## src/rtl/ptp_tod_pkg.sv

```systemverilog
// Package: shared widths and the decoded write-select type for the
// time-of-day counter. Assumes a 64-bit register data path.
package ptp_tod_pkg;
    localparam int DATA_W = 64;

    // One-hot decode of a register write
    typedef struct packed {
        logic ctrl;
        logic frac;
        logic ns;
        logic inc;
    } wsel_t;
endpackage

```

## src/rtl/ptp_tod_regs.sv

```systemverilog
// Module: control and increment registers plus the write decoder.
// Decodes wr_addr against the four offsets and holds the run bit and the
// 32.32 increment. Gives the accumulator one-cycle load strobes for the
// time halves. Assumes at most one write per cycle.
module ptp_tod_regs
    import ptp_tod_pkg::*;
#(
    parameter int          ADDR_W   = 12,
    parameter int          INC_W    = 64,
    parameter logic [63:0] INC_RST  = 64'h0000_0001_4000_0000,
    parameter int          OFF_CTRL = 'hF00,
    parameter int          OFF_FRAC = 'hF08,
    parameter int          OFF_NS   = 'hF10,
    parameter int          OFF_INC  = 'hF18
) (
    input  logic              clk,
    input  logic              rst_n,
    input  logic              wr_en,
    input  logic [ADDR_W-1:0] wr_addr,
    input  logic [DATA_W-1:0] wr_data,
    output wsel_t             wsel,
    output logic              run_q,
    output logic [INC_W-1:0]  inc_q
);
    // Decode a write into a one-hot select
    always_comb begin
        wsel      = '0;
        wsel.ctrl = wr_en && (wr_addr == ADDR_W'(OFF_CTRL));
        wsel.frac = wr_en && (wr_addr == ADDR_W'(OFF_FRAC));
        wsel.ns   = wr_en && (wr_addr == ADDR_W'(OFF_NS));
        wsel.inc  = wr_en && (wr_addr == ADDR_W'(OFF_INC));
    end

    // Hold the run bit and the increment value
    always_ff @(posedge clk) begin
        if (!rst_n) begin
            run_q <= 1'b0;
            inc_q <= INC_W'(INC_RST);
        end else begin
            if (wsel.ctrl) run_q <= wr_data[0];
            if (wsel.inc)  inc_q <= wr_data[INC_W-1:0];
        end
    end

    // One cycle of reset always leaves the default increment
    assert_inc_reset_R1: assert property (@(posedge clk)
        !rst_n |=> (inc_q == INC_W'(INC_RST)) && !run_q);
endmodule

```

## src/rtl/ptp_tod_accum.sv

```systemverilog
// Module: fractional time accumulator. Adds a whole.fraction increment to
// {ns, frac} on each enabled edge, with the fraction carry going into ns.
// A load of either half wins over accumulation at that edge.
// Assumes NS_W >= INT_W.
module ptp_tod_accum #(
    parameter int NS_W   = 64,
    parameter int FRAC_W = 32,
    parameter int INT_W  = 32
) (
    input  logic              clk,
    input  logic              rst_n,
    input  logic              run,
    input  logic [INT_W-1:0]  inc_int,
    input  logic [FRAC_W-1:0] inc_frac,
    input  logic              ld_ns,
    input  logic [NS_W-1:0]   ld_ns_val,
    input  logic              ld_frac,
    input  logic [FRAC_W-1:0] ld_frac_val,
    output logic [NS_W-1:0]   ns_q,
    output logic [FRAC_W-1:0] frac_q
);
    logic              carry;
    logic [FRAC_W-1:0] frac_sum;
    logic [NS_W-1:0]   ns_sum;

    // Next time value: fraction add, then carry into nanoseconds
    always_comb begin
        {carry, frac_sum} = {1'b0, frac_q} + {1'b0, inc_frac};
        ns_sum            = ns_q + NS_W'(inc_int) + NS_W'(carry);
    end

    // Time registers: reset, then load, then accumulate
    always_ff @(posedge clk) begin
        if (!rst_n) begin
            ns_q   <= '0;
            frac_q <= '0;
        end else if (ld_ns || ld_frac) begin
            if (ld_ns)   ns_q   <= ld_ns_val;
            if (ld_frac) frac_q <= ld_frac_val;
        end else if (run) begin
            ns_q   <= ns_sum;
            frac_q <= frac_sum;
        end
    end

    assert_hold_when_stopped_R2: assert property (@(posedge clk) disable iff (!rst_n)
        (!run && !ld_ns && !ld_frac) |=> $stable(ns_q) && $stable(frac_q));

    assert_ns_step_bounded_R3: assert property (@(posedge clk) disable iff (!rst_n)
        (run && !ld_ns && !ld_frac) |=>
        ((ns_q - $past(ns_q) - NS_W'($past(inc_int))) <= NS_W'(1)));

    assert_ns_load_R6: assert property (@(posedge clk) disable iff (!rst_n)
        ld_ns |=> ns_q == $past(ld_ns_val));

    assert_frac_kept_on_ns_load_R6: assert property (@(posedge clk) disable iff (!rst_n)
        (ld_ns && !ld_frac) |=> $stable(frac_q));
endmodule

```

## src/rtl/ptp_tod_rdmux.sv

```systemverilog
// Module: combinational read multiplexer for the register map.
// The fraction is placed at the top of the 64-bit word. Unmapped
// addresses read as zero.
module ptp_tod_rdmux
    import ptp_tod_pkg::*;
#(
    parameter int ADDR_W   = 12,
    parameter int NS_W     = 64,
    parameter int FRAC_W   = 32,
    parameter int INC_W    = 64,
    parameter int OFF_CTRL = 'hF00,
    parameter int OFF_FRAC = 'hF08,
    parameter int OFF_NS   = 'hF10,
    parameter int OFF_INC  = 'hF18
) (
    input  logic [ADDR_W-1:0] rd_addr,
    input  logic              run_q,
    input  logic [INC_W-1:0]  inc_q,
    input  logic [NS_W-1:0]   ns_q,
    input  logic [FRAC_W-1:0] frac_q,
    output logic [DATA_W-1:0] rd_data
);
    localparam int PAD_W = DATA_W - FRAC_W;

    // Select the addressed register
    always_comb begin
        rd_data = '0;
        if (rd_addr == ADDR_W'(OFF_CTRL))      rd_data = DATA_W'(run_q);
        else if (rd_addr == ADDR_W'(OFF_FRAC)) rd_data = {frac_q, {PAD_W{1'b0}}};
        else if (rd_addr == ADDR_W'(OFF_NS))   rd_data = DATA_W'(ns_q);
        else if (rd_addr == ADDR_W'(OFF_INC))  rd_data = DATA_W'(inc_q);
    end
endmodule

```

## src/rtl/ptp_tod_counter.sv

```systemverilog
// Module: top of the fractional-nanosecond time-of-day counter.
// Connects the register decoder, the accumulator and the read mux.
// Assumes a 32.32 increment and a 64-bit nanosecond count.
module ptp_tod_counter
    import ptp_tod_pkg::*;
#(
    parameter int ADDR_W   = 12,
    parameter int NS_W     = 64,
    parameter int FRAC_W   = 32,
    parameter int OFF_CTRL = 'hF00,
    parameter int OFF_FRAC = 'hF08,
    parameter int OFF_NS   = 'hF10,
    parameter int OFF_INC  = 'hF18
) (
    input  logic              clk,
    input  logic              rst_n,
    input  logic              wr_en,
    input  logic [ADDR_W-1:0] wr_addr,
    input  logic [63:0]       wr_data,
    input  logic [ADDR_W-1:0] rd_addr,
    output logic [63:0]       rd_data
);
    localparam int INC_W = DATA_W;
    localparam int INT_W = INC_W - FRAC_W;

    wsel_t             wsel;
    logic              run_q;
    logic [INC_W-1:0]  inc_q;
    logic [NS_W-1:0]   ns_q;
    logic [FRAC_W-1:0] frac_q;

    ptp_tod_regs #(
        .ADDR_W(ADDR_W), .INC_W(INC_W), .INC_RST(64'h0000_0001_4000_0000),
        .OFF_CTRL(OFF_CTRL), .OFF_FRAC(OFF_FRAC), .OFF_NS(OFF_NS), .OFF_INC(OFF_INC)
    ) u_regs (
        .clk(clk), .rst_n(rst_n), .wr_en(wr_en), .wr_addr(wr_addr),
        .wr_data(wr_data), .wsel(wsel), .run_q(run_q), .inc_q(inc_q)
    );

    ptp_tod_accum #(
        .NS_W(NS_W), .FRAC_W(FRAC_W), .INT_W(INT_W)
    ) u_accum (
        .clk(clk), .rst_n(rst_n), .run(run_q),
        .inc_int(inc_q[INC_W-1:FRAC_W]), .inc_frac(inc_q[FRAC_W-1:0]),
        .ld_ns(wsel.ns), .ld_ns_val(wr_data[NS_W-1:0]),
        .ld_frac(wsel.frac), .ld_frac_val(wr_data[DATA_W-1:DATA_W-FRAC_W]),
        .ns_q(ns_q), .frac_q(frac_q)
    );

    ptp_tod_rdmux #(
        .ADDR_W(ADDR_W), .NS_W(NS_W), .FRAC_W(FRAC_W), .INC_W(INC_W),
        .OFF_CTRL(OFF_CTRL), .OFF_FRAC(OFF_FRAC), .OFF_NS(OFF_NS), .OFF_INC(OFF_INC)
    ) u_rdmux (
        .rd_addr(rd_addr), .run_q(run_q), .inc_q(inc_q),
        .ns_q(ns_q), .frac_q(frac_q), .rd_data(rd_data)
    );

    // New increment is visible in the register one edge after its write
    assert_inc_write_R5: assert property (@(posedge clk) disable iff (!rst_n)
        (wr_en && wr_addr == ADDR_W'(OFF_INC)) |=> inc_q == $past(wr_data));
endmodule

```

## config.mk

```make
export PLATFORM = sky130hd
export DESIGN_NAME = ptp_tod_counter
export DESIGN_NICKNAME = d
export VERILOG_FILES = /design/src/rtl/ptp_tod_pkg.sv /design/src/rtl/ptp_tod_regs.sv /design/src/rtl/ptp_tod_accum.sv /design/src/rtl/ptp_tod_rdmux.sv /design/src/rtl/ptp_tod_counter.sv
export SDC_FILE = /design/constraint.sdc
export NUM_CORES = 1
export LEC_CHECK = 0
export BUFFER_PORTS_ARGS = -buffer_cell sky130_fd_sc_hd__buf_2
export CAP_MARGIN = 5
export CELL_PAD_IN_SITES_DETAIL_PLACEMENT = 1
export CELL_PAD_IN_SITES_GLOBAL_PLACEMENT = 2
export CORE_ASPECT_RATIO = 0.7
export CORE_UTILIZATION = 34
export CTS_BUF_LIST = sky130_fd_sc_hd__clkbuf_16
export CTS_CLUSTER_DIAMETER = 50
export DETAILED_ROUTE_END_ITERATION = 7
export PLACE_DENSITY_LB_ADDON = 0.1
export SETUP_SLACK_MARGIN = 0.3
export SYNTH_ARGS = -nofsm -noshare
export SYNTH_HDL_FRONTEND = slang
export SYNTH_SLANG_ARGS = --single-unit
```

## constraint.sdc

```tcl
create_clock -name clk -period 5.8 [get_ports clk]
set_input_delay 0.87 -clock clk [delete_from_list [all_inputs] [get_ports clk]]
set_output_delay 0.87 -clock clk [all_outputs]
set_load 0.005 [all_outputs]
```

**After elaboration in Yosys (flattened, before gate mapping)**

Index checks and enable logic that the tools add are counted.

- Flip-flop bits (word level): 161
- Bits of input ports: 91
- Output and inout port bits: 64
- Word-level logic and storage cells: 35

- Add/sub/neg operators: 3
- Equality and inequality tests: 10
- Muxes and demuxes: 10
- Reduce and logical (&&, ||, !) cells: 8

Operator list:

| operator | number |
|---|---|
| 2-to-1 mux 64 bit | 7 |
| == test 12 bit, second input constant | 8 |
| 2-to-1 mux 32 bit | 3 |
| adder 64 x 1 -> 64 bit | 1 |
| adder 64 x 32 -> 64 bit | 1 |
| adder 32 x 32 -> 33 bit | 1 |
| logical AND 1 bit | 4 |
| != test 2 x 1 -> 1 bit, second input constant | 2 |
| AND reduction 2 bit | 2 |
| nonzero test 2 bit | 1 |
| logical OR 1 bit | 1 |

**Depth between registers and ports, before layout**

Gate-level depths: netlist of the first run.

- Depth after elaboration: 5
- Depth in mapped cells: 23
- Mapped depth without buffers: 22

**By module**

From an unflattened synthesis of the first run, not the netlist that was laid out.

- Cells, all modules: 1500
- Area, all modules: 12316.8 um^2

Modules (own cells, without submodules):

| module | instances | cells each | area each (um^2) | sequential area each (um^2) |
|---|---|---|---|---|
| ptp_tod_accum | 1 | 1021 | 7993.9 | 1921.8 |
| ptp_tod_regs | 1 | 289 | 2705.1 | 1301.2 |
| ptp_tod_rdmux | 1 | 190 | 1617.8 | 0.0 |

**Worst setup path before layout of the first run**

OpenSTA, ideal clock, no wires.

- Path type: register -> register
- From: register u_regs.inc_q[0]
- To: register u_accum.ns_q[60]
- Library setup time: 0.120 ns
- Arrival time: 4.608 ns
- Required time: 5.680 ns
- Setup slack: 1.072 ns
- Cell stages (with the launch flop): 24
- Path buffers: 1
- Clock period less this slack: 4.728 ns
- Path through: dfxtp_1 > ha_1 > fa_1 > a211oi_1 > o21ai_0 > o2111ai_1 > a21boi_0 > a2111oi_0 > nor2_1 > a21oi_1 > o21ai_0 > a21oi_1 > fa_1 > fa_1 > nand2b_1 > a21oi_1 > o211ai_1 > nand3_1 > a21oi_1 > a21boi_1 > buf_2 > nand4_1 > nor4_1 > o31a_1

- Longest elaborated chain between the ends: 4

Ends and longest elaborated chain:

| item | line | source |
|---|---|---|
| start: declaration | ptp_tod_regs.sv:23 | `output logic [INC_W-1:0] inc_q` |
| start signal: assignment | ptp_tod_regs.sv:38 | `inc_q <= INC_W'(INC_RST);` |
| start signal: assignment | ptp_tod_regs.sv:41 | `if (wsel.inc) inc_q <= wr_data[INC_W-1:0];` |
| adder 32 x 32 -> 33 bit | ptp_tod_accum.sv:28 | `{carry, frac_sum} = {1'b0, frac_q} + {1'b0, inc_frac};` |
| adder 64 x 1 -> 64 bit | ptp_tod_accum.sv:29 | `ns_sum = ns_q + NS_W'(inc_int) + NS_W'(carry);` |
| 2-to-1 mux 64 bit | ptp_tod_accum.sv:40 | `end else if (run) begin` |
| 2-to-1 mux 64 bit | ptp_tod_accum.sv:37 | `end else if (ld_ns \|\| ld_frac) begin` |
| end signal: assignment | ptp_tod_accum.sv:38 | `if (ld_ns) ns_q <= ld_ns_val;` |
| end signal: assignment | ptp_tod_accum.sv:41 | `ns_q <= ns_sum;` |
| end: declaration | ptp_tod_accum.sv:19 | `output logic [NS_W-1:0] ns_q,` |

No other way between the ends. The select of a mux whose other input is x is not followed.
A chain may end at the register's enable or synchronous reset.

**Worst setup path in the final report of the first run**

- From: register u_regs.inc_q[0]
- To: register u_accum.ns_q[32]

The elaborated chain is that of the path after synthesis.

==> results.tsv, run 1 <==
stage	metric	value	unit
grt	met3_usage	4.517	%
run_status	status	completed	
drt	firstDrtPassIters	5	
setup_path	worstPathArrival	5.67	ns
place	place_ws	-0.4236	ns
power_and_ir_drop	p_total	2514	uW
worst_hold_path	hold_class	flip-flop to flip-flop	
clocking	root_buffer	clkbuf_16	
sta	fin_crit	5.310	ns
synthesis	synthesis.area	11660	um^2
synthesis	synth.area.top_cells	dfxtp_1 (28%), nand2_1 (9.0%), a21oi_1 (7.8%)	
synthesis	synth-edff-count	0	
sta	period_share	91.55	%
synthesis	synth_cell_types	77	
finish	drive_above_1_share	19.03	%
setup_path	cpPeakStageDelay	0.41	ns
synthesis	yosysTopAreaCell	dfxtp_1	
sta	setup_violations	0	
power_and_ir_drop	power_frac_comb	5.7	%
power_and_ir_drop	seq_power_share	45.2	%
finish	final_cell_mix	nand2_1 (278), a21oi_1 (178), nor2_1 (164)	
setup_path	worst-path-buf-inv	3	
setup_path	rr_worst_depth	25	
drt	wl	52490	um
synthesis	synth_top_area_share	27.63	%
die	design.die.area	35060	um^2
power_and_ir_drop	p_int	1877	uW
die	core	33630	um^2
sta	setup_slack	0.4900	ns
clocking	htreeDepth	4	
die	fp.dieH	157.0	um
clocking	cts_tree	done	
sta	hold_viol_final	0	
drt	drc_errors	0	
sta	slew_violations	0	
finish	stdcell_area	13850	um^2
setup_path	worst_r2r_startpoint	u_regs.inc_q[0]	
grt	grt_usage	29.87	%
power_and_ir_drop	clkPwrFrac	49.1	%
place	dp_hpwl	38200	um
grt	grt_pass1_vias	12815	
finish	stdcell_count	2175	
setup_path	crit_family	compound AO/OA/AOI/OAI gates	
clocking	clkSinkCount	161	
die	ios	155	
clocking	path_clk_slew	0.07	ns
die	start_util	34.68	%
grt	grt_overflow_total	0	
sta	clock_skew	0.01010	ns
die	dieWidth	223.4	um
grt	grtUsageMet2	45.86	%
worst_hold_path	holdCritStartpoint	u_regs.inc_q[13]	
worst_hold_path	hold_depth	2	
finish	final_common_cell	nand2_1	
grt	antenna_found_initial	1	
synthesis	async_flop_share	0	%
synthesis	avgSynthCellArea	7.346	um^2
clocking	ctsHoldBuffers	0	
synthesis	ys_seq_elements	161	
synthesis	seq_area_frac_synth	27.63	%
grt	grt_use_met1	43.39	%
place	place_area	13160	um^2
job	cap_violations	0	
drt	dr.first_iter.drc_count	1041	
clocking	clk_latency	0.46	ns
setup_path	endpoint_kind	flip-flop	
setup_path	criticalPathCategory	flip-flop to flip-flop	
sta	worst_pin_slew	1.154	ns
setup_path	required	6.16	ns
setup_path	cp.depth	25	
grt	grt_max_degree	62	
setup_path	crit_start	u_regs.inc_q[0]	
sta	rsz0062_at_grt	no	
drt	detail-route-antenna-nets	0	
grt	grt_busiest_layer	met2	
power_and_ir_drop	p_per_area	181.5	nW/um^2
clocking	cts_buffers	17	
sta	max_freq	188.3	MHz
place	place_congestion	0.8740	
finish	areaGrowthSynthToFinish	18.75	%
synthesis	synthCells	1588	
power_and_ir_drop	p_leak	0.005558	uW
finish	utilization	41.19	%
setup_path	slowest_stage	fa_1	
place	placedCellCount	2141	
sta	slew_headroom	22.76	%
power_and_ir_drop	ir_worst_vdd	0.0001714	V
die	num_rows	56	
place	port_buffers	154	
drt	wl_per_cell	24.13	um
clocking	clockBufferDepth	2	
power_and_ir_drop	p_sw_share	25.34	%
setup_path	crit_fanout	4	
drt	dr_total_vias	12769	
finish	nets	1884	
finish	fill_cells	4169	
drt	vias_per_cell	5.871	
grt	grt_pass1_wl	79220	um
synthesis	yosys_warnings	0	
synthesis	synthFlopType	dfxtp_1	
power_and_ir_drop	p_sw	637.2	uW
synthesis	syn_nets	1745	
setup_path	start_kind	flip-flop	
## cell type report
class | count | area [um^2] | area share, %
Multi-Input combinational cell | 1299 | 8019 | 57.89
Sequential cell | 161 | 3223 | 23.27
Inverter | 15 | 58.81 | 0.4245
Antenna cell | 1 | 2.502 | 0.01807
Tap cell | 435 | 544.3 | 3.929
Clock buffer | 17 | 425.4 | 3.071
Clock inverter | 14 | 175.2 | 1.265
Timing Repair Buffer | 233 | 1404 | 10.13
## state kept, by name, indices dropped and copies added, names as in the netlist
register,count
u_regs.inc_q,64
u_accum.frac_q,32
u_accum.ns_q,64
u_regs.run_q,1
## routing by layer
layer,part of all wire [%],routed length (um)
met5,0,0
met2,43,22450
met3,5.7,2977
met4,1.8,965
met1,50,26100
## final timing paths
path / end / slack (ns)
min reg2reg: u_regs.inc_q[13] / 0.48
max reg2reg: u_accum.ns_q[32] / 0.49
max: u_accum.ns_q[32] / 0.49
min: u_regs.inc_q[13] / 0.48
## tightest hold or removal path, cell delays in order, from the launching register on
cell and delay, ns:
dfxtp_1 0.32, nand2_1 0.06, a21oi_1 0.05
## kinds of logic after synthesis
kind of cell             synth area share, %
AO/OA/AOI/OAI                          26.71
XOR/XNOR                               4.205
adder cells (fa/ha/maj)                7.272
buffers and inverters                  4.430
flip-flops                             27.63
multiplexers                           6.200
AND/OR/NAND/NOR                        23.55
## stage by stage
stage | hold slack [ns] | TNS, ns
3_5_place_dp | 0.4720 | -1.307
3_3_place_gp | 0.4623 | -0.4885
6_report | 0.4782 | 0
5_1_grt | 0.5046 | 0
2_1_floorplan | 0.4446 | 0
4_1_cts | 0.4809 | 0
## power groups by stage
stage	clock network [uW]	logic, uW	registers [uW]
2_1_floorplan	0	66.4	1150
3_3_place_gp	0	140	1160
3_5_place_dp	0	142	1160
4_1_cts	1250	143	1130
5_1_grt	1290	153	1140
6_report	1230	144	1140
## Yosys cell counts, types with 18 or more instances
master / number
xnor2_1: 31
nand2_1: 279
nor2_1: 164
nor3_1: 28
mux2i_1: 34
a22oi_1: 40
a21oi_1: 181
buf_2: 19
o21ai_0: 75
and3_1: 18
ha_1: 63
mux2_2: 34
clkbuf_1: 75
nand4_1: 24
nand3_1: 35
a31oi_1: 27
dfxtp_1: 161
a311oi_1: 22
a21o_1: 34
xor2_1: 25
## what timing repair did
| item | 4_1_cts | 5_1_grt |
|---|---|---|
| setup endpoints to repair | 47 | 28 |
| pin swaps | 1 | 5 |
| buffers inserted | 1 | 1 |
| resized for setup | 8 | 13 |
Power figures use the tool's default switching activity.
==> run 2, diff against run 1 <==
--- a/config.mk
+++ b/config.mk
@@ -10,12 +10,14 @@
 export CELL_PAD_IN_SITES_DETAIL_PLACEMENT = 1
 export CELL_PAD_IN_SITES_GLOBAL_PLACEMENT = 2
 export CORE_ASPECT_RATIO = 0.7
-export CORE_UTILIZATION = 34
+export CORE_UTILIZATION = 36
 export CTS_BUF_LIST = sky130_fd_sc_hd__clkbuf_16
 export CTS_CLUSTER_DIAMETER = 50
 export DETAILED_ROUTE_END_ITERATION = 7
+export GPL_ROUTABILITY_DRIVEN = 1
 export PLACE_DENSITY_LB_ADDON = 0.1
 export SETUP_SLACK_MARGIN = 0.3
 export SYNTH_ARGS = -nofsm -noshare
 export SYNTH_HDL_FRONTEND = slang
+export SYNTH_HIERARCHICAL = 1
 export SYNTH_SLANG_ARGS = --single-unit
==> run 2 against run 1 <==
  * Worst setup slack gained 0.019 ns
  * Clock skew is 0.0025 ns higher
  * Critical path depth is 4 lower
  * Total power grew 0.51%
  * Wire length is 1.3% higher
  * Flip-flop and latch count stayed put
  * Combinational power hardly changed
  * Design area increased by 4.9%
  * Die area down 0.27%
  * First-iteration DRC count is 0.86% higher
  * Critical path type unchanged
  * Critical endpoint is now u_accum/ns_q[34]
  * Largest cell class unchanged
  * Highest routed layer unchanged
==> results.tsv, run 2 <==
stage	metric	value	unit
synthesis	synthFlopType	dfxtp_1	
finish	nets	1816	
finish	utilization	43.31	%
finish	drive_above_1_share	23.74	%
place	placedCellCount	2071	
synthesis	synthCells	1500	
sta	worst_pin_slew	1.091	ns
finish	areaGrowthSynthToFinish	18.02	%
die	dieWidth	223.1	um
setup_path	worst-path-buf-inv	1	
clocking	path_clk_slew	0.07	ns
sta	period_share	91.23	%
setup_path	required	6.18	ns
grt	grt_max_degree	126	
place	port_buffers	154	
sta	slew_headroom	27.00	%
synthesis	synth_cell_types	87	
sta	hold_viol_final	0	
synthesis	async_flop_share	0	%
drt	drc_errors	0	
place	place_ws	0.001707	ns
setup_path	crit_start	u_regs/inc_q[17]	
clocking	htreeDepth	4	
synthesis	seq_area_frac_synth	26.17	%
finish	multi_input_area	8602	um^2
synthesis	syn_nets	1657	
finish	stdcell_count	2107	
sta	rsz0062_at_grt	yes	
finish	final_cell_mix	nand2_1 (225), dfxtp_1 (161), buf_2 (152)	
drt	dr_total_vias	12509	
sta	clock_skew	0.01257	ns
drt	wl_per_cell	25.23	um
drt	firstDrtPassIters	5	
drt	vias_per_cell	5.937	
finish	reg.largest.list	u_accum/ns_q: 64 flops, u_regs/inc_q: 64 flops, u_accum/frac_q: 32 flops	
grt	grt_overflow_total	0	
setup_path	crit_fanout	9	
setup_path	crit_family	compound AO/OA/AOI/OAI gates	
setup_path	endpoint_kind	flip-flop	
die	num_rows	56	
place	dp_hpwl	38370	um
sta	setup_violations	0	
setup_path	criticalPathCategory	flip-flop to flip-flop	
die	design.die.area	34970	um^2
clocking	cts_buffers	17	
synthesis	synth_top_area_share	26.17	%
synthesis	yosysTopAreaCell	dfxtp_1	
sta	max_freq	189.0	MHz
sta	slew_violations	0	
die	ios	155	
synthesis	avgSynthCellArea	8.211	um^2
worst_hold_path	holdCritStartpoint	u_regs/inc_q[10]	
place	place_congestion	0.9127	
synthesis	synth_compound_area_share	23.97	%
clocking	ctsHoldBuffers	0	
grt	antenna_found_initial	0	
sta	setup_tns	0	ns
sta	hold_ws	0.4816	ns
synthesis	synth.area.top_cells	dfxtp_1 (26%), mux2i_1 (8.0%), nand2_1 (6.9%)	
worst_hold_path	hold_class	flip-flop to flip-flop	
synthesis	synthMuxAreaShare	11.61	%
sta	fin_crit	5.291	ns
finish	n_antenna_cell	0	
finish	ff_latch_area	3223	um^2
power_and_ir_drop	p_leak	0.005870	uW
setup_path	worst_r2r_startpoint	u_regs/inc_q[17]	
die	start_util	36.70	%
setup_path	cpPeakStageDelay	0.43	ns
synthesis	synth_commonest_cells	nand2_1 (225), dfxtp_1 (161), a21oi_1 (112)	
finish	fill_cells	4024	
synthesis	yosys.area_share.simple	21.35	%
die	fp.dieH	156.8	um
grt	grt_usage	29.96	%
clocking	cts_tree	done	
synthesis	ys_seq_elements	161	
finish	final_common_cell	nand2_1	
grt	grt_pass1_wl	78350	um
grt	grt_pass1_vias	12339	
clocking	clockBufferDepth	2	
clocking	clkSinkCount	161	
setup_path	start_kind	flip-flop	
synthesis	synthesis.area	12320	um^2
job	cap_violations	0	
run_status	status	completed	
setup_path	worstPathArrival	5.67	ns
clocking	root_buffer	clkbuf_16	
clocking	clk_latency	0.46	ns
synthesis	yosys_warnings	6	
sta	setup_slack	0.5088	ns
setup_path	path_cells	ha_1 -> and4_1 -> nand2_1 -> o211ai_1 -> nor3_2 -> a21oi_2 -> a221oi_2 -> o21ai_2 -> a31oi_2 -> fa_1 -> fa_1 -> and2b_1 -> o2111ai_2 -> a21oi_2 -> o21ai_2 -> o211ai_2 -> a221oi_2 -> o211a_4 -> buf_4 -> or3_1 -> a31oi_1	
drt	detail-route-antenna-nets	0	
power_and_ir_drop	ir_worst_vdd	0.0001825	V
synthesis	synth_top_family_by_area	compound AO/OA/AOI/OAI gates	
synthesis	synthAdderAreaFrac	6.887	%
synthesis	synth_most_common_cell	nand2_1	
power_and_ir_drop	p_per_area	173.8	nW/um^2
drt	dr.first_iter.drc_count	1050	
die	core	33560	um^2
drt	wl	53150	um
synthesis	synthXorXnorAreaFrac	5.049	%
setup_path	slowest_stage	fa_1	
synthesis	synth-edff-count	0	
## run 2: cell types whose count changed in the layout (fill, tap and decap cells not counted), sizes merged, moves of 10 or more
cell	previous run	this run
o211a	0	10
xnor2	31	44
a31oi	29	17
nor2	164	80
a21oi	183	114
nand2	281	226
nor3b	0	33
o221ai	0	19
nor3	29	19
a311oi	22	3
and3	18	8
o21ai	77	93
mux2i	34	99
## run 2: cells by family after synthesis
kind of cell | after synthesis
muxes | 138
AOI/OAI and AO/OA | 442
buffers and inverters | 121
DFF | 161
and+or+nand+nor | 501
adders and majority gates | 66
xor gates and xnor gates | 71
## run 2: power breakdown
| part | switching [uW] | internal [uW] |
|---|---|---|
| Combinational | 96.4 | 48.8 |
| Clock | 550 | 727 |
| Sequential | 0.174 | 1100 |
| Total | 647 | 1880 |
## run 2: layout make-up
cell class / instances / share of cell area (%)
clock buffers: 17 / 2.927
clock inverters: 15 / 1.429
repair buffers: 241 / 10.03
multi-input cells: 1218 / 59.18
flip-flops and latches: 161 / 22.17
inverters: 20 / 0.5250
well taps: 435 / 3.744
## run 2: final timing paths
path	to	slack, ns	depth (start not counted)
max	u_accum/ns_q[34]	0.51	21
min reg2reg	u_regs/inc_q[10]	0.48	2
max reg2reg	u_accum/ns_q[34]	0.51	21
min	u_regs/inc_q[10]	0.48	2
## run 2: timing repair
| item | in CTS | in global routing |
|---|---|---|
| endpoints found under the hold margin | 0 | 0 |
| setup endpoints to repair | 27 | 42 |
| resized for setup | 6 | 15 |
| setup buffers | 2 | 2 |
| pin swaps | 5 | 5 |
## run 2: tightest hold or removal path, cell delays in order, from the launching register on
cell,delay (ns)
dfxtp_1,0.33
nand2_1,0.06
mux2i_1,0.05
## run 2: stage by stage
step | power [uW] | instance area (um^2)
2_1_floorplan | 1198 | 12320
3_3_place_gp | 1273 | 13780
3_5_place_dp | 1275 | 13780
4_1_cts | 2550 | 14450
5_1_grt | 2602 | 14540
6_report | 2527 | 14540
## run 2: layer usage
metal / vias up / part of all wire, % / global-route usage (%)
li1: 5837 / - / -
met1: 6224 / 49 / 43.08
met2: 385 / 43 / 46.34
met3: 63 / 5.4 / 4.563
met4: 0 / 1.9 / 7.685
met5: - / 0 / 0
==> run 3, diff against run 2 <==
--- a/config.mk
+++ b/config.mk
@@ -5,12 +5,13 @@
 export SDC_FILE = /design/constraint.sdc
 export NUM_CORES = 1
 export LEC_CHECK = 0
+export ABC_AREA = 1
 export BUFFER_PORTS_ARGS = -buffer_cell sky130_fd_sc_hd__buf_2
 export CAP_MARGIN = 5
 export CELL_PAD_IN_SITES_DETAIL_PLACEMENT = 1
 export CELL_PAD_IN_SITES_GLOBAL_PLACEMENT = 2
 export CORE_ASPECT_RATIO = 0.7
-export CORE_UTILIZATION = 36
+export CORE_UTILIZATION = 31
 export CTS_BUF_LIST = sky130_fd_sc_hd__clkbuf_16
 export CTS_CLUSTER_DIAMETER = 50
 export DETAILED_ROUTE_END_ITERATION = 7
==> run 3 against run 2 <==
  * Sequential share of layout area down 2.9 points
  * Combinational power down 3%
  * Clock-buffer cell count unchanged
  * Cell count rose by 63%
  * Design area up 15%
  * Critical path type unchanged
==> results.tsv, run 3 <==
stage	metric	value	unit
grt	antenna_found_initial	10	
place	port_buffers	154	
job	cap_violations	0	
place	place_area	16190	um^2
power_and_ir_drop	power_frac_comb	5.8	%
setup_path	crit_fanout	4	
finish	nets	2913	
setup_path	criticalPathCategory	flip-flop to flip-flop	
setup_path	worstPathArrival	4.99	ns
power_and_ir_drop	ir_worst_vdd	0.0001758	V
drt	dr_total_vias	17919	
sta	clock_skew	0.01314	ns
finish	final_cell_mix	nand2_1 (822), inv_1 (372), nor2_1 (349)	
sta	hold_viol_final	0	
sta	rsz0062_at_grt	no	
drt	detail-route-antenna-nets	0	
drt	drc_errors	0	
place	dp_hpwl	65190	um
power_and_ir_drop	clkPwrFrac	48.7	%
sta	slew_violations	0	
sta	period_share	80.80	%
clocking	ctsHoldBuffers	0	
synthesis	syn_nets	2830	
run_status	status	completed	
sta	fin_crit	4.686	ns
setup_path	start_kind	flip-flop	
power_and_ir_drop	p_per_area	144.8	nW/um^2
sta	slew_headroom	28.27	%
clocking	root_buffer	clkbuf_16	
setup_path	rr_worst_depth	24	
finish	final_common_cell	nand2_1	
clocking	htreeDepth	4	
power_and_ir_drop	p_sw	686.3	uW
sta	max_freq	213.4	MHz
synthesis	synthCells	2673	
die	design.die.area	49370	um^2
grt	grt_pass1_vias	17197	
finish	reg.largest.list	u_accum/ns_q: 64 flops, u_regs/inc_q: 64 flops, u_accum/frac_q: 32 flops	
grt	grt_max_degree	129	
sta	worst_pin_slew	1.076	ns
clocking	clockBufferDepth	2	
power_and_ir_drop	p_leak	0.008736	uW
die	fp.dieH	186.2	um
synthesis	avgSynthCellArea	5.621	um^2
die	ios	155	
clocking	clkSinkCount	161	
setup_path	endpoint_kind	flip-flop	
sta	setup_tns	0	ns
setup_path	required	6.10	ns
die	dieWidth	265.1	um
power_and_ir_drop	p_sw_share	28.30	%
grt	grt_pass1_wl	116300	um
finish	areaGrowthSynthToFinish	11.48	%
grt	grt_overflow_total	0	
place	place_congestion	0.9797	
synthesis	synthesis.area	15030	um^2
sta	setup_violations	0	
power_and_ir_drop	seq_power_share	45.5	%
power_and_ir_drop	p_int	1739	uW
drt	wl	81020	um
clocking	cts_buffers	17	
worst_hold_path	hold_class	flip-flop to flip-flop	
die	core	47870	um^2
clocking	post-cts-setup-buffers	0	
finish	drive_above_1_share	10.62	%
grt	grt_usage	32.51	%
clocking	path_clk_slew	0.08	ns
synthesis	yosys_warnings	6	
drt	dr.first_iter.drc_count	1494	
finish	utilization	34.99	%
clocking	clk_latency	0.47	ns
die	start_util	31.39	%
drt	vias_per_cell	5.232	
finish	stdcell_area	16750	um^2
worst_hold_path	hold_depth	2	
die	num_rows	67	
drt	wl_per_cell	23.66	um
clocking	postCtsResizedCells	0	
clocking	cts_tree	done	
drt	firstDrtPassIters	5	
run 3: path summary, 6_finish.rpt:
| check | from | endpoint | slack [ns] |
|---|---|---|---|
| worst max-delay path | u_regs/inc_q[5] | u_accum/ns_q[44] | 1.11 |
| worst min-delay path | u_accum/frac_q[28] | u_accum/frac_q[28] | 0.50 |
| worst max register to register | u_regs/inc_q[5] | u_accum/ns_q[44] | 1.11 |
| worst min register to register | u_accum/frac_q[28] | u_accum/frac_q[28] | 0.50 |
run 3: metal layers:
metal	global-route usage [%]	wire (um)	up-vias
met5	0	7	-
met2	49.14	34060	557
met1	47.79	40020	8725
met4	6.636	1281	2
met3	5.845	5655	59
li1	-	-	8576
run 3: final cells by class:
type	count	area, um^2
Antenna cell	1	2.502
Clock buffer	17	425.4
Clock inverter	15	133.9
Fill cell	6548	31120
Inverter	384	1444
Multi-Input combinational cell	2021	9777
Sequential cell	161	3223
Tap cell	655	819.5
Timing Repair Buffer	171	925.9
run 3: critical path, cell delays in order (launching register included):
cell	delay, ns
dfxtp_1	0.36
ha_1	0.39
a21oi_1	0.16
o21ai_0	0.32
inv_1	0.08
nand2_1	0.14
nand2_1	0.07
nand2_1	0.13
nand2_1	0.09
nand2_1	0.10
a41oi_1	0.30
fa_1	0.57
fa_1	0.43
inv_1	0.12
nand3_1	0.09
nand3_1	0.17
nand3_1	0.09
nand3_1	0.15
nand2_1	0.07
nand2_1	0.22
nand2_1	0.14
nand3_1	0.09
nand3_1	0.08
nand2_1	0.09
a21oi_1	0.06
run 3: power by group through the flow:
stage	combinational (uW)	clock, uW	sequential [uW]
after floorplan	52.9	0	1130
after global placement	139	0	1130
after detailed placement	140	0	1130
after CTS	141	1210	1100
after global routing	149	1240	1100
final	140	1180	1100
run 3: stage by stage:
step / power (uW) / hold slack (ns) / instances / worst slack [ns]
after CTS: 2452 / 0.5026 / 3424 / 1.257
after global placement: 1270 / 0.4769 / 3392 / 1.492
after floorplan: 1183 / 0.4508 / 2673 / 2.377
final: 2425 / 0.4988 / 3425 / 1.114
after global routing: 2496 / 0.5291 / 3424 / 0.7654
after detailed placement: 1271 / 0.4896 / 3392 / 1.281
